**config.mk**
```make
export PLATFORM = sky130hd
export DESIGN_NAME = sha256_compress
export DESIGN_NICKNAME = d
export VERILOG_FILES = /design/src/rtl/sha256_cmp_pkg.sv /design/src/rtl/sha256_kconst.sv /design/src/rtl/sha256_round.sv /design/src/rtl/sha256_ffadd.sv /design/src/rtl/sha256_compress.sv
export SDC_FILE = /design/constraint.sdc
export NUM_CORES = 2
export LEC_CHECK = 0
export BUFFER_PORTS_ARGS = -buffer_cell sky130_fd_sc_hd__buf_2
export CAP_MARGIN = 30
export CORE_MARGIN = 3
export CORE_UTILIZATION = 63
export DETAILED_ROUTE_END_ITERATION = 16
export PLACE_DENSITY = 0.81
export SYNTH_ARGS = -nofsm -noshare
export SYNTH_HDL_FRONTEND = slang
export SYNTH_HIERARCHICAL = 1
export SYNTH_SLANG_ARGS = --single-unit
```
**constraint.sdc**
```tcl
create_clock -name clk -period 12.65 [get_ports clk]
set_input_delay 1.265 -clock clk [delete_from_list [all_inputs] [get_ports clk]]
set_output_delay 1.265 -clock clk [all_outputs]
set_load 0.02 [all_outputs]
```
**src/rtl/sha256_cmp_pkg.sv**
```systemverilog
`timescale 1ns/1ps
package sha256_cmp_pkg;
    localparam int WORD_W  = 32;
    localparam int NVARS   = 8;
    localparam int ROUNDS  = 64;
    localparam int RND_W   = $clog2(ROUNDS);
    localparam int DIG_WORDS = 8;
    localparam int PTR_W   = $clog2(DIG_WORDS);
    localparam int FF_SLOTS = NVARS / 2;

    typedef logic [WORD_W-1:0] word_t;
    typedef logic [NVARS-1:0][WORD_W-1:0] word_vec_t;

    typedef enum logic {PH_IDLE = 1'b0, PH_ROUND = 1'b1} phase_e;

    typedef struct packed {
        phase_e              ph;
        logic [RND_W-1:0]    t;
        word_vec_t           wv;
        word_vec_t           hv;
        logic [PTR_W-1:0]    rp;
        word_t               rd;
        logic                rv;
        logic                dn;
    } cmp_state_t;

    localparam word_vec_t IV_VEC = {
        32'h5be0cd19, 32'h1f83d9ab, 32'h9b05688c, 32'h510e527f,
        32'ha54ff53a, 32'h3c6ef372, 32'hbb67ae85, 32'h6a09e667};

    function automatic word_t rotr(input word_t x, input int n);
        logic [2*WORD_W-1:0] dbl;
        dbl = {x, x} >> n;
        return dbl[WORD_W-1:0];
    endfunction

    function automatic word_t big_s0(input word_t x);
        return rotr(x, 2) ^ rotr(x, 13) ^ rotr(x, 22);
    endfunction

    function automatic word_t big_s1(input word_t x);
        return rotr(x, 6) ^ rotr(x, 11) ^ rotr(x, 25);
    endfunction

    function automatic word_t f_ch(input word_t x, input word_t y, input word_t z);
        return (x & y) ^ (~x & z);
    endfunction

    function automatic word_t f_maj(input word_t x, input word_t y, input word_t z);
        return (x & y) ^ (x & z) ^ (y & z);
    endfunction
endpackage

```
**src/rtl/sha256_kconst.sv**
```systemverilog
`timescale 1ns/1ps
module sha256_kconst
    import sha256_cmp_pkg::*;
(
    input  logic [RND_W-1:0] idx,
    output word_t            k
);
    always_comb begin
        case (idx)
            6'd0:  k = 32'h428a2f98; 6'd1:  k = 32'h71374491;
            6'd2:  k = 32'hb5c0fbcf; 6'd3:  k = 32'he9b5dba5;
            6'd4:  k = 32'h3956c25b; 6'd5:  k = 32'h59f111f1;
            6'd6:  k = 32'h923f82a4; 6'd7:  k = 32'hab1c5ed5;
            6'd8:  k = 32'hd807aa98; 6'd9:  k = 32'h12835b01;
            6'd10: k = 32'h243185be; 6'd11: k = 32'h550c7dc3;
            6'd12: k = 32'h72be5d74; 6'd13: k = 32'h80deb1fe;
            6'd14: k = 32'h9bdc06a7; 6'd15: k = 32'hc19bf174;
            6'd16: k = 32'he49b69c1; 6'd17: k = 32'hefbe4786;
            6'd18: k = 32'h0fc19dc6; 6'd19: k = 32'h240ca1cc;
            6'd20: k = 32'h2de92c6f; 6'd21: k = 32'h4a7484aa;
            6'd22: k = 32'h5cb0a9dc; 6'd23: k = 32'h76f988da;
            6'd24: k = 32'h983e5152; 6'd25: k = 32'ha831c66d;
            6'd26: k = 32'hb00327c8; 6'd27: k = 32'hbf597fc7;
            6'd28: k = 32'hc6e00bf3; 6'd29: k = 32'hd5a79147;
            6'd30: k = 32'h06ca6351; 6'd31: k = 32'h14292967;
            6'd32: k = 32'h27b70a85; 6'd33: k = 32'h2e1b2138;
            6'd34: k = 32'h4d2c6dfc; 6'd35: k = 32'h53380d13;
            6'd36: k = 32'h650a7354; 6'd37: k = 32'h766a0abb;
            6'd38: k = 32'h81c2c92e; 6'd39: k = 32'h92722c85;
            6'd40: k = 32'ha2bfe8a1; 6'd41: k = 32'ha81a664b;
            6'd42: k = 32'hc24b8b70; 6'd43: k = 32'hc76c51a3;
            6'd44: k = 32'hd192e819; 6'd45: k = 32'hd6990624;
            6'd46: k = 32'hf40e3585; 6'd47: k = 32'h106aa070;
            6'd48: k = 32'h19a4c116; 6'd49: k = 32'h1e376c08;
            6'd50: k = 32'h2748774c; 6'd51: k = 32'h34b0bcb5;
            6'd52: k = 32'h391c0cb3; 6'd53: k = 32'h4ed8aa4a;
            6'd54: k = 32'h5b9cca4f; 6'd55: k = 32'h682e6ff3;
            6'd56: k = 32'h748f82ee; 6'd57: k = 32'h78a5636f;
            6'd58: k = 32'h84c87814; 6'd59: k = 32'h8cc70208;
            6'd60: k = 32'h90befffa; 6'd61: k = 32'ha4506ceb;
            6'd62: k = 32'hbef9a3f7; default: k = 32'hc67178f2;
        endcase
    end
endmodule

```
**src/rtl/sha256_round.sv**
```systemverilog
`timescale 1ns/1ps
module sha256_round
    import sha256_cmp_pkg::*;
(
    input  word_vec_t cur,
    input  word_t     k,
    input  word_t     w,
    output word_vec_t nxt
);
    word_t t1, t2;

    always_comb begin
        t1 = cur[7] + big_s1(cur[4]) + f_ch(cur[4], cur[5], cur[6]) + k + w;
        t2 = big_s0(cur[0]) + f_maj(cur[0], cur[1], cur[2]);
        nxt    = cur;
        nxt[0] = t1 + t2;
        nxt[4] = cur[3] + t1;
        for (int i = 1; i < NVARS; i++) begin
            if (i != 4) nxt[i] = cur[i-1];
        end
    end
endmodule

```
**src/rtl/sha256_ffadd.sv**
```systemverilog
`timescale 1ns/1ps
module sha256_ffadd
    import sha256_cmp_pkg::*;
(
    input  logic                          en,
    input  logic [$clog2(FF_SLOTS)-1:0]   slot,
    input  word_vec_t                     hv,
    input  word_t                         new_a,
    input  word_t                         new_e,
    output word_vec_t                     hv_nxt
);
    localparam int SL_W = $clog2(FF_SLOTS);

    logic [SL_W-1:0] lane;
    word_t           sum_lo, sum_hi;

    always_comb begin
        lane   = SL_W'(FF_SLOTS - 1) - slot;
        sum_lo = hv[lane] + new_a;
        sum_hi = hv[lane + SL_W'(0) + FF_SLOTS] + new_e;
    end

    for (genvar i = 0; i < FF_SLOTS; i++) begin : g_lane
        assign hv_nxt[i]            = (en && lane == SL_W'(i)) ? sum_lo : hv[i];
        assign hv_nxt[i + FF_SLOTS] = (en && lane == SL_W'(i)) ? sum_hi : hv[i + FF_SLOTS];
    end
endmodule

```
**src/rtl/sha256_compress.sv**
```systemverilog
`timescale 1ns/1ps
module sha256_compress
    import sha256_cmp_pkg::*;
(
    input  logic         clk,
    input  logic         rst_n,
    input  logic         start,
    input  logic         first_blk,
    input  logic [31:0]  w_in,
    output logic         w_take,
    output logic         busy,
    output logic         done,
    input  logic         rd_en,
    output logic [31:0]  rd_word,
    output logic         rd_valid,
    output logic [255:0] digest
);
    localparam logic [RND_W-1:0] LAST_T   = RND_W'(ROUNDS - 1);
    localparam logic [RND_W-1:0] FF_FIRST = RND_W'(ROUNDS - FF_SLOTS);
    localparam logic [PTR_W-1:0] LAST_RP  = PTR_W'(DIG_WORDS - 1);

    cmp_state_t s_q, s_d;
    word_t      k_cur;
    word_vec_t  rnd_nxt, ff_hv;
    logic       ff_en;

    sha256_kconst u_kconst (.idx(s_q.t), .k(k_cur));

    sha256_round u_round (.cur(s_q.wv), .k(k_cur), .w(w_in), .nxt(rnd_nxt));

    assign ff_en = (s_q.ph == PH_ROUND) && (s_q.t >= FF_FIRST);

    sha256_ffadd u_ffadd (
        .en(ff_en), .slot(s_q.t[$clog2(FF_SLOTS)-1:0]), .hv(s_q.hv),
        .new_a(rnd_nxt[0]), .new_e(rnd_nxt[FF_SLOTS]), .hv_nxt(ff_hv));

    always_comb begin
        s_d    = s_q;
        s_d.rv = 1'b0;
        s_d.dn = 1'b0;
        case (s_q.ph)
            PH_IDLE: begin
                if (start) begin
                    s_d.ph = PH_ROUND;
                    s_d.t  = '0;
                    s_d.rp = '0;
                    if (first_blk) begin
                        s_d.hv = IV_VEC;
                        s_d.wv = IV_VEC;
                    end else begin
                        s_d.wv = s_q.hv;
                    end
                end else if (rd_en) begin
                    s_d.rd = s_q.hv[s_q.rp];
                    s_d.rv = 1'b1;
                    s_d.rp = (s_q.rp == LAST_RP) ? '0 : s_q.rp + PTR_W'(1);
                end
            end
            default: begin
                s_d.wv = rnd_nxt;
                s_d.hv = ff_hv;
                s_d.t  = s_q.t + RND_W'(1);
                if (s_q.t == LAST_T) begin
                    s_d.ph = PH_IDLE;
                    s_d.dn = 1'b1;
                    s_d.rp = '0;
                end
            end
        endcase
    end

    always_ff @(posedge clk or negedge rst_n) begin
        if (!rst_n) begin
            s_q.ph <= PH_IDLE;
            s_q.t  <= '0;
            s_q.wv <= IV_VEC;
            s_q.hv <= IV_VEC;
            s_q.rp <= '0;
            s_q.rd <= '0;
            s_q.rv <= 1'b0;
            s_q.dn <= 1'b0;
        end else begin
            s_q <= s_d;
        end
    end

    assign w_take   = (s_q.ph == PH_ROUND);
    assign busy     = (s_q.ph == PH_ROUND);
    assign done     = s_q.dn;
    assign rd_word  = s_q.rd;
    assign rd_valid = s_q.rv;

    for (genvar i = 0; i < NVARS; i++) begin : g_dig
        assign digest[WORD_W*(NVARS-i)-1 -: WORD_W] = s_q.hv[i];
    end

    // a fresh message loads the initial words in one edge
    p_iv_load_r2: assert property (@(posedge clk) disable iff (!rst_n)
        (!busy && start && first_blk) |=> (digest == IV_VEC_FLAT()) && w_take);

    // rounds follow each other without a gap until the last
    p_take_run_r2: assert property (@(posedge clk) disable iff (!rst_n)
        (w_take && s_q.t != LAST_T) |=> w_take && (s_q.t == $past(s_q.t) + RND_W'(1)));

    // chaining words held through the early rounds
    p_h_hold_r4: assert property (@(posedge clk) disable iff (!rst_n)
        (w_take && s_q.t < FF_FIRST) |=> $stable(digest));

    // completion pulse after the final round
    p_done_last_r5: assert property (@(posedge clk) disable iff (!rst_n)
        (w_take && s_q.t == LAST_T) |=> done && !busy);

    // done lasts one cycle
    p_done_pulse_r5: assert property (@(posedge clk) disable iff (!rst_n)
        done |=> !done);

    // start while busy does not restart the round count
    p_start_busy_r7: assert property (@(posedge clk) disable iff (!rst_n)
        (busy && start && s_q.t != LAST_T) |=> busy && s_q.t != '0);

    // reads while busy are dropped
    p_rd_busy_r9: assert property (@(posedge clk) disable iff (!rst_n)
        (busy && rd_en) |=> !rd_valid && $stable(s_q.rp));

    function automatic logic [255:0] IV_VEC_FLAT();
        logic [255:0] f;
        for (int i = 0; i < NVARS; i++) f[WORD_W*(NVARS-i)-1 -: WORD_W] = IV_VEC[i];
        return f;
    endfunction
endmodule

```
==> flow_metrics.env <==
export IMPL_max_cap_violations=0
export IMPL_clkTransAtPathRegs_ns=0.06
export IMPL_whs_path_depth=2
export IMPL_cts_setup_buffers=0
export IMPL_synth_main_ff_cell="dfrtp_1"
export IMPL_drcViolationCount=0
export IMPL_worstSetupEndpointType="flip-flop"
export IMPL_post_cts_resized=0
export IMPL_cts_root_buf="clkbuf_16"
export IMPL_fin_skew_ns=0.0297
export IMPL_clkLatencyLatePin_ns=0.63
export IMPL_ys_types=108
export IMPL_cp_slowest_cell="o32ai_1"
export IMPL_wl_per_cell_um=29.0
export IMPL_syn_area_sq_um=49800
export IMPL_max_slew_margin_rel_pct=21.7
export IMPL_critPathCapture="digest[156]$_DFFE_PN0P_"
export IMPL_hold_viol=0
export IMPL_dieWidth_um=287
export IMPL_synth_ff_latch_count=556
export IMPL_postSynth_asyncResetShare_pct=100
export IMPL_cts_htree_levels=3
export IMPL_ioPinCount=329
export IMPL_yosys_warnings=6
export IMPL_slowest_delay_ns=0.76
export IMPL_vias=45161
export IMPL_overflow=0
export IMPL_core_sq_um=77800
export IMPL_syn_num_nets=6107
export IMPL_die_y_um=287
export IMPL_syn_area_per_cell_sq_um=8.64
export IMPL_tightest_slew_ns=1.17
export IMPL_portBuffers=328
export IMPL_critPathKind="reg -> reg"
export IMPL_path_buf_inv=5
export IMPL_gp_congestion=1.08
export IMPL_via_per_inst=7.00
export IMPL_cts_buffers=67
export IMPL_initial_utilization_pct=64.0
export IMPL_grt_max_degree=199
export IMPL_drive_above_1_share_pct=17.7
export IMPL_path_depth=40
export IMPL_synth_top_cell_by_area="dfstp_2"
export IMPL_cp_data_arrival_time_ns=12.58
export IMPL_ant_nets=0
export IMPL_reg2reg_slack_ns=0.58
export IMPL_finalNetCount=5694
export IMPL_hold_path_class="reg -> reg"
export IMPL_rr_startpoint="s_q[550]$_DFFE_PN0P_"
export IMPL_hold_buffers=0
export IMPL_synth_edf_count=0
export IMPL_synth_top_area_share_pct=14.3
export IMPL_finalInstanceArea_sq_um=50300
export IMPL_grt_pass1_wl_um=272000
export IMPL_finalCriticalPeriod_ns=12.07
export IMPL_cts_tree="yes"
export IMPL_fmax_ghz=0.0829
export IMPL_startpoint_type="flip-flop"
export IMPL_dr_pass1_iters=8
export IMPL_cts_sinks=556
export IMPL_slew_violations=0
export IMPL_rows=102
export IMPL_hpwl_um=135000
export IMPL_final_period_utilization_pct=95.4
export IMPL_required_ns=13.17
export IMPL_critPathLaunch="s_q[550]$_DFFE_PN0P_"
export IMPL_track_usage_pct=44.0
export IMPL_synthTopCellsByArea="dfstp_2 (14%), dfrtp_1 (14%), buf_4 (7.7%)"
export IMPL_fillers=6476
export IMPL_drt_iter0_drc=6708
export IMPL_antenna_found_initial=4
export IMPL_status="complete, no violations"
export IMPL_setup_tns_ns=0
export IMPL_postPlaceCellArea_sq_um=48000
export IMPL_reg2reg_depth=40
export IMPL_syn_to_final_growth_pct=1.02
export IMPL_setup_violations=0
export IMPL_routed_wl_um=187000
export IMPL_cts_path_max_buffers=3
export IMPL_first_global_vias=41069
export IMPL_seq_area_frac_synth_pct=28.6
export IMPL_crit_path_max_fanout=35
export IMPL_cp_top_family="compound AO/OA/AOI/OAI gates"
export IMPL_holdWs_ns=0.471
export IMPL_dieArea_sq_um=82500
export IMPL_syn_inst=5769
export IMPL_rsz0062_at_grt="false"
export IMPL_r2r_end="digest[156]$_DFFE_PN0P_"
[worst min-delay path by stage]
| stage | from | end | slack, ns |
|---|---|---|---|
| after floorplan | rd_word[0]$_DFFE_PN0P_ | rd_word[0]$_DFFE_PN0P_ | 0.45 |
| after global placement | rd_word[16]$_DFFE_PN0P_ | rd_word[16]$_DFFE_PN0P_ | 0.46 |
| after detailed placement | rd_word[30]$_DFFE_PN0P_ | rd_word[30]$_DFFE_PN0P_ | 0.46 |
| after CTS | rd_word[30]$_DFFE_PN0P_ | rd_word[30]$_DFFE_PN0P_ | 0.47 |
| after global routing | rd_word[1]$_DFFE_PN0P_ | rd_word[1]$_DFFE_PN0P_ | 0.49 |
| final | rd_word[30]$_DFFE_PN0P_ | rd_word[30]$_DFFE_PN0P_ | 0.47 |
[metrics by stage]
stage	cells	setup slack [ns]	utilization, %
6_report	6450	0.583	64.6
3_3_place_gp	6323	1.10	61.6
2_1_floorplan	5769	2.38	-
3_5_place_dp	6327	0.925	61.6
5_1_grt	6449	0.126	64.6
4_1_cts	6449	0.895	64.6
[final cells by class]
class                   instances  area (sq um)  area share (%)
diodes                          1          2.50         0.00497
clock buffers                  86          1900            3.77
clock inverters                36           434           0.863
inverters                     235           885            1.76
multi-input cells            4101         29300            58.2
flip-flops and latches        556         14300            28.4
well taps                    1040          1300            2.59
repair buffers                395          2230            4.43
[layout by cell type, fill, tap and decap left out, types with 61 or more instances in the layout]
| cell | n |
|---|---|
| a21o_1 | 99 |
| a21oi_1 | 304 |
| a22o_1 | 123 |
| a22oi_1 | 68 |
| buf_2 | 327 |
| buf_4 | 61 |
| clkbuf_16 | 68 |
| dfrtp_1 | 276 |
| dfstp_2 | 272 |
| fa_1 | 127 |
| ha_1 | 174 |
| inv_1 | 232 |
| mux2i_1 | 147 |
| mux4_2 | 76 |
| nand2_1 | 756 |
| nand3_1 | 127 |
| nor2_1 | 153 |
| nor2b_1 | 156 |
| o21ai_0 | 545 |
| o22a_1 | 136 |
| o22ai_1 | 145 |
| xnor2_1 | 177 |
| xor2_1 | 88 |
[per-layer routing]
metal / up-vias / track usage [%] / part of all wire (%)
li1: 19268 / - / -
met1: 21763 / 54.8 / 35
met2: 3410 / 64.8 / 43
met3: 720 / 14.4 / 14
met4: 0 / 30.5 / 8.5
met5: - / 0 / 0
[synthesized netlist by cell type, types with 10 or more instances]
cell type and n:
a211o_1 33, a211oi_1 32, a21o_1 99, a21oi_1 305, a22o_1 123, a22oi_1 68
a31oi_1 27, and2_1 21, and3_1 24, buf_1 16, buf_2 155, buf_4 510
clkbuf_1 189, dfrtp_1 284, dfstp_2 272, fa_1 127, ha_1 174, inv_1 232
mux2_2 30, mux2i_1 147, mux4_2 76, nand2_1 756, nand2b_1 40, nand3_1 128
nand3b_1 10, nand4_1 39, nor2_1 154, nor2b_1 159, nor3_1 48, o211ai_1 29
o21a_1 28, o21ai_0 545, o21ai_1 46, o21bai_1 14, o22a_1 136, o22ai_1 145
o311ai_0 26, o31ai_1 48, or2_2 13, or3_1 19, or4_1 14, xnor2_1 177
xor2_1 88
[registers in the layout (all words and copies together), names as in the netlist]
register and flops:
rd_valid 1, done 1, busy 1, rd_word 32, s_q 265, digest 256
[worst reg2reg max path: cells and delay by family (launching register included)]
family                   cells  cell delay [ns]
flip-flops                   1             0.67
XOR/XNOR                     2             0.58
adder cells (fa/ha/maj)      9             4.17
AO/OA/AOI/OAI               16             4.17
buffers and inverters        5             0.56
AND/OR/NAND/NOR              8             1.79
[logic make-up (layout without fill, tap and decap cells)]
group,after synthesis,in the layout,share of synthesized area (%)
AOI/OAI and AO/OA,1814,1814,23.8
xor gates and xnor gates,266,266,4.70
adders and majority gates,304,304,9.53
buffers and inverters,1112,752,12.7
DFF,556,556,28.6
muxes,253,253,7.07
other,0,1,0
and+or+nand+nor,1464,1464,13.6
Power is not shown: default switching activity piles up to over one toggle a cycle in this logic, so the estimate is an artifact.
